$ cat src/rtl/textrow_render.sv
module textrow_render #(
  parameter int ADDR_W  = 16,
  parameter int MAX_PIX = 64
) (
  input  logic              clk,
  input  logic              rst_n,
  input  logic              start,
  input  logic              wide_mode,
  input  logic [ADDR_W-1:0] row_base,
  input  logic [ADDR_W-1:0] col_base,
  input  logic [2:0]        raster_row,
  input  logic [7:0]        bg_colour,
  output logic              scr_rd,
  output logic [ADDR_W-1:0] scr_addr,
  input  logic [7:0]        scr_data,
  output logic              chr_rd,
  output logic [14:0]       chr_addr,
  input  logic [7:0]        chr_data,
  output logic              col_rd,
  output logic [ADDR_W-1:0] col_addr,
  input  logic [7:0]        col_data,
  output logic              pix_valid,
  output logic [7:0]        pix_colour,
  output logic              busy,
  output logic              done,
  output logic [ADDR_W-1:0] next_base
);
  localparam int PCW = $clog2(MAX_PIX + 1);

  typedef enum logic [2:0] {S_IDLE, S_RD0, S_RD1, S_HI, S_GLY, S_GWAIT, S_PIX, S_DONE} state_t;
  state_t state;

  logic [ADDR_W-1:0] ptr, cidx, cbase;
  logic [PCW-1:0]    pcount;
  logic [2:0]        row, k;
  logic [7:0]        lo, hi, gly, colr;
  logic              wide_q;

  wire       at_limit = (pcount == PCW'(MAX_PIX));
  wire [2:0] klast    = 3'(7 - 2 * hi[7:6]);
  wire [2:0] eff_row  = hi[5] ? 3'(7 - row) : row;
  wire       pbit     = hi[4] ? gly[k] : gly[3'(7 - k)];
  wire       is_end   = (lo == 8'hFF) && (scr_data == 8'hFF);

  assign scr_rd     = (state == S_RD0 && !at_limit) || (state == S_RD1 && wide_q);
  assign scr_addr   = (state == S_RD1) ? ptr + ADDR_W'(1) : ptr;
  assign chr_rd     = (state == S_GLY);
  assign chr_addr   = {hi[3:0], lo, eff_row};
  assign col_rd     = (state == S_GLY);
  assign col_addr   = cbase + cidx;
  assign pix_valid  = (state == S_PIX);
  assign pix_colour = pbit ? colr : bg_colour;
  assign busy       = (state != S_IDLE);
  assign done       = (state == S_DONE);
  assign next_base  = ptr;

  always_ff @(posedge clk) begin
    if (!rst_n) begin
      state  <= S_IDLE;
      ptr    <= '0;
      cidx   <= '0;
      cbase  <= '0;
      pcount <= '0;
      row    <= '0;
      k      <= '0;
      lo     <= '0;
      hi     <= '0;
      gly    <= '0;
      colr   <= '0;
      wide_q <= 1'b0;
    end else begin
      case (state)
        S_IDLE: if (start) begin
          ptr    <= row_base;
          cbase  <= col_base;
          cidx   <= '0;
          pcount <= '0;
          row    <= raster_row;
          wide_q <= wide_mode;
          state  <= S_RD0;
        end
        S_RD0: state <= at_limit ? S_DONE : S_RD1;
        S_RD1: begin
          lo <= scr_data;
          if (wide_q) state <= S_HI;
          else begin
            hi    <= 8'h00;
            ptr   <= ptr + ADDR_W'(1);
            state <= S_GLY;
          end
        end
        S_HI: begin
          ptr <= ptr + ADDR_W'(2);
          if (is_end) state <= S_DONE;
          else begin
            hi    <= scr_data;
            state <= S_GLY;
          end
        end
        S_GLY: state <= S_GWAIT;
        S_GWAIT: begin
          gly   <= chr_data;
          colr  <= col_data;
          k     <= '0;
          state <= S_PIX;
        end
        S_PIX: begin
          pcount <= pcount + PCW'(1);
          k      <= k + 3'd1;
          if (k == klast || pcount == PCW'(MAX_PIX - 1)) begin
            cidx  <= cidx + ADDR_W'(1);
            state <= S_RD0;
          end
        end
        S_DONE: state <= S_IDLE;
        default: state <= S_IDLE;
      endcase
    end
  end

  AST_IDLE_QUIET: assert property (@(posedge clk) disable iff (!rst_n)
    !busy |-> (!pix_valid && !scr_rd && !chr_rd && !done));
  AST_LINE_LIMIT: assert property (@(posedge clk) disable iff (!rst_n)
    pix_valid |-> (pcount < PCW'(MAX_PIX)));
  AST_COLOUR_WITH_GLYPH: assert property (@(posedge clk) disable iff (!rst_n)
    chr_rd |-> (col_rd && !scr_rd));
  AST_DONE_PULSE: assert property (@(posedge clk) disable iff (!rst_n)
    done |=> !done);
  AST_MARKER_STOP: assert property (@(posedge clk) disable iff (!rst_n)
    (state == S_HI && is_end) |=> (done && !pix_valid));
  AST_START_ADDR: assert property (@(posedge clk) disable iff (!rst_n)
    (!busy && start) |=> (scr_rd && scr_addr == $past(row_base)));
endmodule

$ cat config.mk
export PLATFORM = sky130hd
export DESIGN_NAME = textrow_render
export DESIGN_NICKNAME = d
export VERILOG_FILES = /design/src/rtl/textrow_render.sv
export SDC_FILE = /design/constraint.sdc
export NUM_CORES = 1
export LEC_CHECK = 0
export BUFFER_PORTS_ARGS = -buffer_cell sky130_fd_sc_hd__buf_4
export CORE_MARGIN = 5
export CORE_UTILIZATION = 35
export DETAILED_ROUTE_END_ITERATION = 8
export PLACE_DENSITY_LB_ADDON = 0.15
export SYNTH_ARGS = -nofsm -noshare
export SYNTH_HDL_FRONTEND = slang
export SYNTH_SLANG_ARGS = --single-unit
$ cat constraint.sdc
create_clock -name clk -period 3 [get_ports clk]
set_clock_uncertainty 0.05 [all_clocks]
set_input_delay 0.3 -clock clk [delete_from_list [all_inputs] [get_ports clk]]
set_output_delay 0.3 -clock clk [all_outputs]
set_load 0.01 [all_outputs]
==> run metrics <==
status=complete, no violations; number of rows created at floorplan=47; Area Overhead vs Synth=28.6%; Post-CTS Setup Repair Bufs=0; Async S/R FF share, synth=0%; ant diodes=0; share of the clock period used by the worst path after layout=96.0%; Crit path required time=between 2 and 3 ns; vias in the first global route=approximately 5500; Fmax=347 MHz; relative slew slack=between 50% and 60%; CP Class=reg2out; path type of the worst min-delay path=in2reg; total length of routed met3 wires=~840 um; Max Transition Viols Final=0; cells after synthesis=roughly 750; post-detailed-placement half-perimeter wirelength=approximately 12 mm; Synthesis Warnings=0; Cell Pwr Density=between 400 and 500 mW/mm2; setup repair after global routing missed its margin=true; pin count of the biggest net entering global routing=between 50 and 60; first-pass GRT wire length=~28 mm; type of destination of the critical path=primary output; maximum level of the CTS H-tree=3; die span in y=~140 um; prevailing post-synth register cell=sky130_fd_sc_hd__dfxtp_1; top-area cell type share of the netlist area=around a third; area of the die=roughly 0.019 mm2; M1 wire length=a little under 8 mm; clock buffer depth=2; TritonCTS clock tree=done; final instance count without filler cells=~1100; Remaining Overflow, GRT=0; startpoint type of the worst setup path=flop; number of endpoints failing setup at the final stage=0; DIE WIDTH=138 um; number of flops mapped to enable cells by yosys=0; top cell type by total area after synthesis=sky130_fd_sc_hd__dfxtp_1; final-layout fill cell count=between 1500 and 2000; worst setup slack after layout=between 0.1 and 0.15 ns; routed length on met2=7.83 mm; tightest hold margin=between 0.1 and 0.15 ns; latest clock arrival within the worst-skew pair=~0.35 ns; largest fanout of any net on the critical path=4; RePlAce Congestion=approximately 0.8; maximum vdd drop=slightly above 0.0003 V; via count of the routed design=between 5000 and 6000; clock buffers created by TritonCTS=9; number of ports placed on the die boundary=around 150; Port Buffer Count=~150; Mapped Nets=840; area of the mapped netlist=between 0.005 and 0.006 mm2; post-CTS clock slew at the launch and capture registers of the worst setup and hold paths=~0.07 ns; post-detailed-route wirelength per cell=~15 um; GR Util All Layers=between 15 and 20%; Worst Setup Slack post-DPL=0.261 ns; number of distinct library cell variants in the gate-level netlist after synthesis=a little over 60; clock tree root driver cell=sky130_fd_sc_hd__clkbuf_16; endpoints failing hold=0; Residual DRC=0; effective utilization at floorplan=a little over a third; net total in the final layout=965; # placed instances=1079; detail-routed via count per cell=around 5; Core Area=0.0164 mm2; most area-consuming cells after synthesis=sky130_fd_sc_hd__dfxtp_1 34%, sky130_fd_sc_hd__nand2_1 9.4%, sky130_fd_sc_hd__a21oi_1 7.9%; wire length after detailed routing=roughly 17 mm; antenna violations before repair=0; synthesized flop and latch total=a little under 100; arrival time at the worst endpoint=around 2.5 ns; fraction of final layout cells sized beyond drive strength 1=between 20% and 30%; Avg Cell Area, Syn=around 7.8 um2; transition at the pin with the smallest max-transition slack=about 0.68 ns; final critical path time including I/O delays and setup=about 2.9 ns; count of TritonRoute iterations in the first routing pass=4; DR top layer=met4; Initial DRC Count=222; share of synthesized area occupied by flip-flops and latches=between 30% and 40%; maxcap violations=0; Sinks on Clock Net=97; total leakage power=between 3 and 4 nW; number of routed nets with antenna violations=0; Post-CTS Hold Fix Bufs=0
[logic make-up (layout without fill, tap and decap cells)]
group           Yosys count  count (layout)  synth area share, %
mux                      17              17                 4.74
flops                    97              97                 33.6
compound gates          177             177                 18.6
xor+xnor                 57              57                 8.64
simple gates            311             311                 24.4
fa+ha+maj                24              24                 5.33
buf+inv                  62             192                 4.59
[through the flow]
stage	utilization, %	total power [mW]	setup TNS (ns)	instance area, um2
finish	45.3	3.57	0	7430
global route	45.3	3.77	-0.00687	7430
CTS	45.2	3.62	0	7420
detailed placement	43.2	2.35	0	7080
global placement	43.2	2.35	0	7080
floorplan	-	1.95	0	5780
[final cells by class]
cell class | instances | area [um2] | share of cell area (%)
clock buffer | 9 | 225 | 3.03
sequential | 97 | 1940 | 26.2
multi-input combinational | 586 | 3600 | 48.4
clock inverter | 7 | 95.1 | 1.28
inverter | 12 | 47.5 | 0.640
tap | 220 | 275 | 3.70
timing repair buffer | 164 | 1240 | 16.7
[timing repair]
action | in CTS | in global routing
endpoints found under the setup margin | 1 | 11
pin swaps | 2 | 0
gates resized for setup | 4 | 4
[power by group]
group,internal (mW),switching [mW],total [mW]
Combinational,0.399,0.461,0.860
Clock,0.731,0.520,1.25
Sequential,1.36,0.0986,1.46
Total,2.49,1.08,3.57
[cells in the final DEF, fill, tap and decap left out, types with 5 or more instances in the layout]
cell	n
sky130_fd_sc_hd__dfxtp_1	95
sky130_fd_sc_hd__nand3b_1	7
sky130_fd_sc_hd__o21ai_1	9
sky130_fd_sc_hd__ha_1	22
sky130_fd_sc_hd__nand2_1	145
sky130_fd_sc_hd__buf_4	163
sky130_fd_sc_hd__mux4_2	5
sky130_fd_sc_hd__and3_1	9
sky130_fd_sc_hd__nor2b_1	6
sky130_fd_sc_hd__a21oi_1	91
sky130_fd_sc_hd__clkbuf_16	9
sky130_fd_sc_hd__a211oi_1	5
sky130_fd_sc_hd__o21ai_0	17
sky130_fd_sc_hd__and2_1	5
sky130_fd_sc_hd__nand3_1	34
sky130_fd_sc_hd__nand4_1	17
sky130_fd_sc_hd__xnor2_1	26
sky130_fd_sc_hd__nor3_1	11
sky130_fd_sc_hd__a21o_1	10
sky130_fd_sc_hd__nor2_1	57
sky130_fd_sc_hd__inv_1	9
sky130_fd_sc_hd__mux2_4	8
sky130_fd_sc_hd__a31oi_1	8
sky130_fd_sc_hd__or3_1	5
sky130_fd_sc_hd__xor2_1	31
[metal layers]
| layer | global-route usage [%] | vias up |
|---|---|---|
| li1 | - | 2858 |
| met1 | 22.5 | 2576 |
| met2 | 28.8 | 124 |
| met3 | 3.94 | 12 |
| met4 | 3.90 | 0 |
| met5 | 0 | - |
[state kept, by name, summed over array words and instances, names as in the netlist]
register and cells:
pcount 7, row 3, cbase 16, gly 8, cidx 16, colr 8
state 3, k 3, next_base 16, hi 8, wide_q 1, lo 8
[critical path, cell delays in order (launching register included)]
cell and delay [ns]:
sky130_fd_sc_hd__dfxtp_2 0.34, sky130_fd_sc_hd__ha_2 0.19, sky130_fd_sc_hd__fa_2 0.36, sky130_fd_sc_hd__a21o_1 0.21, sky130_fd_sc_hd__a221oi_2 0.23, sky130_fd_sc_hd__buf_4 0.16
sky130_fd_sc_hd__o21ai_1 0.12, sky130_fd_sc_hd__a311oi_2 0.28, sky130_fd_sc_hd__xnor2_1 0.15, sky130_fd_sc_hd__buf_4 0.14
[cells in the mapped netlist (all sizes together) (5+ instances only)]
cell and count:
a31oi 9, clkbuf 35, mux2 9, dfxtp 97
and2 5, nand3 35, nor2b 6, nand2 145
nor2 57, nor3 11, xnor2 26, or3 5
and3 9, inv 11, mux4 5, buf 15
ha 23, a211oi 5, a21oi 91, xor2 31
o21ai 26, a21o 10, nand3b 7, nand4 17
[final timing paths]
path                from           end  slack, ns  cells after the start
min          col_data[4]       colr[4]       0.14                      3
max              cidx[0]  col_addr[14]       0.12                      9
max reg2reg     state[0]  next_base[0]       0.55                      6
min reg2reg      colr[5]       colr[5]       0.41                      2
No activity file was read; power rests on OpenSTA's default activity.
